===== src/rtl/lcd_busctl.sv =====
module lcd_busctl #(
  parameter int          RAM_AW = 7,
  parameter int          COL_W  = 4,
  parameter int          LINE_W = 3,
  parameter int          LINES  = 4,
  parameter logic [7:0]  BLANK  = 8'h20
) (
  input  logic              clk,
  input  logic              rst_n,
  input  logic              bus_cs,
  input  logic              bus_wr,
  input  logic              bus_sel,
  input  logic [7:0]        bus_wdata,
  output logic [7:0]        bus_rdata,
  output logic [7:0]        last_cmd,
  input  logic [LINE_W-1:0] view_line,
  input  logic [COL_W-1:0]  view_col,
  output logic [7:0]        view_char,
  output logic              view_err
);
  localparam int DEPTH = 1 << RAM_AW;
  localparam logic [7:0] CMD_CLEAR = 8'h01;
  localparam logic [7:0] CMD_HOME  = 8'h02;

  logic [7:0]        mem [DEPTH];
  logic [RAM_AW-1:0] cursor;
  logic [7:0]        dlat;
  logic [RAM_AW-1:0] line_base;
  logic [RAM_AW-1:0] view_addr;

  wire wr_cmd = bus_cs & bus_wr & ~bus_sel;
  wire wr_dat = bus_cs & bus_wr &  bus_sel;

  always_ff @(posedge clk or negedge rst_n) begin
    if (!rst_n) begin
      for (int i = 0; i < DEPTH; i++) mem[i] <= BLANK;
      cursor   <= '0;
      dlat     <= '0;
      last_cmd <= '0;
    end else if (wr_cmd) begin
      last_cmd <= bus_wdata;
      if (bus_wdata[7]) begin
        cursor <= bus_wdata[RAM_AW-1:0];
      end else if (bus_wdata == CMD_CLEAR) begin
        for (int i = 0; i < DEPTH; i++) mem[i] <= BLANK;
        cursor <= '0;
      end else if (bus_wdata == CMD_HOME) begin
        cursor <= '0;
      end
    end else if (wr_dat) begin
      dlat        <= bus_wdata;
      mem[cursor] <= bus_wdata;
      cursor      <= cursor + 1'b1;
    end
  end

  assign bus_rdata = bus_sel ? dlat : 8'(cursor);

  always_comb begin
    case (view_line[1:0])
      2'd0:    line_base = RAM_AW'(8'h00);
      2'd1:    line_base = RAM_AW'(8'h40);
      2'd2:    line_base = RAM_AW'(8'h10);
      default: line_base = RAM_AW'(8'h50);
    endcase
  end

  assign view_addr = line_base + RAM_AW'(view_col);
  assign view_err  = 32'(view_line) >= LINES;
  assign view_char = view_err ? BLANK : mem[view_addr];
endmodule



===== config.mk =====
export PLATFORM = sky130hd
export DESIGN_NAME = lcd_busctl
export DESIGN_NICKNAME = d
export VERILOG_FILES = /design/src/rtl/lcd_busctl.sv
export SDC_FILE = /design/constraint.sdc
export NUM_CORES = 1
export LEC_CHECK = 0
export BUFFER_PORTS_ARGS = -buffer_cell sky130_fd_sc_hd__buf_2
export CAP_MARGIN = 20
export CORE_MARGIN = 2
export CORE_UTILIZATION = 60
export CTS_BUF_LIST = sky130_fd_sc_hd__clkbuf_4 sky130_fd_sc_hd__clkbuf_8 sky130_fd_sc_hd__clkbuf_16
export CTS_CLUSTER_DIAMETER = 80
export CTS_CLUSTER_SIZE = 16
export DETAILED_ROUTE_END_ITERATION = 8
export PLACE_DENSITY = 0.88
export RECOVER_POWER = 25
export SETUP_SLACK_MARGIN = 0.15
export SLEW_MARGIN = 20
export SYNTH_ARGS = -nofsm -noshare
export SYNTH_HDL_FRONTEND = slang
export SYNTH_SLANG_ARGS = --single-unit

===== constraint.sdc =====
create_clock -name clk -period 3.2 [get_ports clk]
set_clock_uncertainty 0.2 [all_clocks]
set_input_delay 0.48 -clock clk [delete_from_list [all_inputs] [get_ports clk]]
set_output_delay 0.48 -clock clk [all_outputs]
set_load 0.03 [all_outputs]

==> results.py <==
metrics = {
    "layout": {
        "design_area_mm2": 0.0276,
        "area_growth_pct": 11.6,
        "final_cells": 2410,
        "nets": 1869,
        "drive_above_1_share": 0.289,
        "final_util": 0.678,
        "antenna_cells": 0,
    },
    "synthesis": {
        "syn_avg_cell_area_um2": 13.9,
        "yosys.area.top_type_share": 0.476,
        "ys_ff_latch": 535,
        "synth_warnings": 0,
        "synth_area_mm2": 0.0248,
        "netlist_instances": 1786,
        "yosysTopAreaCell": "dfrtp_1",
        "yosysMostFrequentCell": "dfrtp_1",
        "syn-num-nets": 1807,
        "synth_commonest_cells": "471 x dfrtp_1, 384 x o2bb2ai_1, 145 x mux4_2, 130 x nand2_1, 74 x nor2_1",
        "ys_async_sr_fraction": 1.00,
        "yosys_most_used_dff": "dfrtp_1",
        "ys_top_cells_by_area": "dfrtp_1 48%, o2bb2ai_1 14%, mux4_2 13%, dfstp_2 6.8%, o21ai_4 2.6%",
        "synth-seq-area-share": 0.544,
        "ys_types": 51,
        "synth_edf_count": 0,
    },
    "status": {
        "status": "complete, but fails checks",
        "violations": "capacitance limit, slew limit, setup timing",
    },
    "pwr": {
        "power.density_mw_per_mm2": 557,
        "irDropWorstVdd_v": 0.000359,
        "total_power_mw": 15.4,
        "leakagePower_nw": 11.6,
    },
    "floorplan": {
        "dieArea_mm2": 0.0429,
        "die_h_um": 207,
        "fp.dieW_um": 207,
        "rows": 74,
        "fp.coreArea_mm2": 0.0407,
        "ios": 45,
        "start_util": 0.608,
    },
    "placed_design": {
        "dpl-instance-area_mm2": 0.0260,
        "port_buffers": 44,
        "gp_congestion": 0.923,
        "hpwl_um": 44900,
        "post-place-ws_ps": -92.2,
        "place_inst": 2312,
    },
    "cts": {
        "clock_path_buffers": 3,
        "clk_pin_slew_ps": 80,
        "clock_sinks": 535,
        "clock_latency_ps": 560,
        "cts_htree_levels": 2,
        "cts_tree": "built",
        "root_buffer": "clkbuf_16",
        "numCtsBuffers": 39,
    },
    "critical_path": {
        "start_kind": "flip-flop",
        "cpPeakStageDelay_ps": 550,
        "crit_arrival_ps": 2710,
        "cp_common_cell": "mux4_2",
        "worstPathCellList": "mux4_2, mux4_2, or2_4, a41oi_2, o21ai_2, buf_6",
        "cp_num_buf_inv": 1,
        "cp_max_fo": 2,
        "critPathRequiredTime_ps": 2520,
        "worstSetupPathType": "flip-flop to output pin",
        "crit_family": "multiplexers",
        "cp_slowest_cell": "mux4_2",
        "endpoint_kind": "output pin",
    },
    "grt": {
        "antenna_found_initial": 0,
        "gr-total-overflow": 0,
        "grt_start_max_net_pins": 81,
        "grt_pass1_wl_um": 112000,
        "grt_pass1_vias": 18900,
        "grt_usage": 0.335,
    },
    "worst_hold_path": {
        "hold_path.class": "input pin to flip-flop",
    },
    "timing": {
        "rsz0062_at_grt": "true",
        "finalHoldViolations": 0,
        "fin_ws_ps": -189,
        "finalCritPeriodShare": 1.06,
        "setup-tns-final_ps": -298,
        "maxSlewViolCount": 76,
        "max-slew-margin-rel": -0.371,
        "hold_ws_ps": 18.2,
        "finalCriticalPeriod_ps": 3390,
        "fmax_ghz": 0.295,
        "finalSetupViolCount": 5,
        "tightest_slew_ps": 2060,
    },
    "detailed_routing": {
        "firstDrtPassIters": 5,
        "wl_per_cell_um": 29.7,
        "final_antenna_net_count": 0,
        "routed_via_density": 7.52,
        "remaining_drc_errors": 0,
        "first_iter_violations": 2637,
        "vias": 18100,
        "drt_wl_total_um": 71500,
    },
    "run": {
        "cap_violations": 1,
    },
}
## cell usage in the layout (no fill, tap or decap), types with 3 or more instances in the layout
cell,n
dfrtp_1,471
o2bb2ai_1,384
mux4_2,145
nand2_1,118
nor2_1,73
buf_4,68
inv_1,66
a2bb2oi_1,64
a22o_1,64
dfstp_2,64
clkbuf_16,40
o21ai_4,39
buf_2,32
clkbuf_4,28
o21ai_2,27
buf_12,25
mux2i_1,20
nand2_2,13
buf_6,13
mux2_2,10
a221oi_1,9
o21ai_0,8
nand3_1,7
dlygate4sd3_1,7
a22oi_2,6
o21ai_1,6
clkbuf_2,5
mux2i_2,4
nand3b_1,4
a32oi_1,4
and2_1,3
nand2b_1,3
mux2i_4,3
nor2b_1,3
and3_1,3
## power by group
part | leakage [nW] | internal [mW] | switching, mW
clock | 0.640 | 2.62 | 2.41
combinational | 3.83 | 1.06 | 1.41
sequential | 7.18 | 7.42 | 0.463
## final timing paths
| check | startpoint | endpoint | slack (ps) | cells past startpoint |
|---|---|---|---|---|
| hold reg to reg | mem[277] | mem[277] | 260 | 2 |
| setup reg to reg | cursor[2] | mem[265] | 560 | 5 |
| hold / removal | bus_wdata[4] | last_cmd[4] | 20 | 3 |
| max in group asynchronous | rst_n | mem[930] | 220 | 3 |
| setup / recovery | mem[453] | view_char[5] | -190 | 6 |
| min in group asynchronous | rst_n | last_cmd[0] | 830 | 2 |
## worst reg2reg max path, stage by stage (launching register included)
cell       delay (ps)
dfrtp_1           600
nand3b_1          480
buf_4             350
nor2_1            360
nand2_1           320
o2bb2ai_1         230
## flip-flops by register name (all words and copies together) (netlist names)
signal / flops
last_cmd: 8
cursor: 7
dlat: 8
mem: 512
## kinds of logic after synthesis
| kind of cell | share of synthesized area |
|---|---|
| flops | 0.544 |
| xor+xnor | 0.000354 |
| buf+inv | 0.0368 |
| compound gates | 0.231 |
| fa+ha+maj | 0.000505 |
| mux | 0.147 |
| simple gates | 0.0406 |
## area by class of cell
cell class	instances	area [um2]
sequential	535	13500
clock inverter	3	33.8
inverter	66	248
tap	532	666
fill	2579	13100
clock buffer	68	1220
multi-input combinational	1054	10600
timing repair buffer	152	1440
## layer usage
layer / vias to the layer above / share of wire / track usage
met5: - / 0 / 0
met4: 0 / 0.049 / 0.175
met3: 272 / 0.11 / 0.0772
met2: 1439 / 0.47 / 0.506
met1: 9292 / 0.37 / 0.459
li1: 7125 / - / -
## what timing repair did
action,4_1_cts,5_1_grt
endpoints found under the hold margin,60,0
cloned,0,0
endpoints found under the setup margin,8,8
hold buffers,7,0
resized for setup,47,11
setup buffers,14,6
pin swaps,15,2
Note: power is estimated with default switching activity, not from simulation.
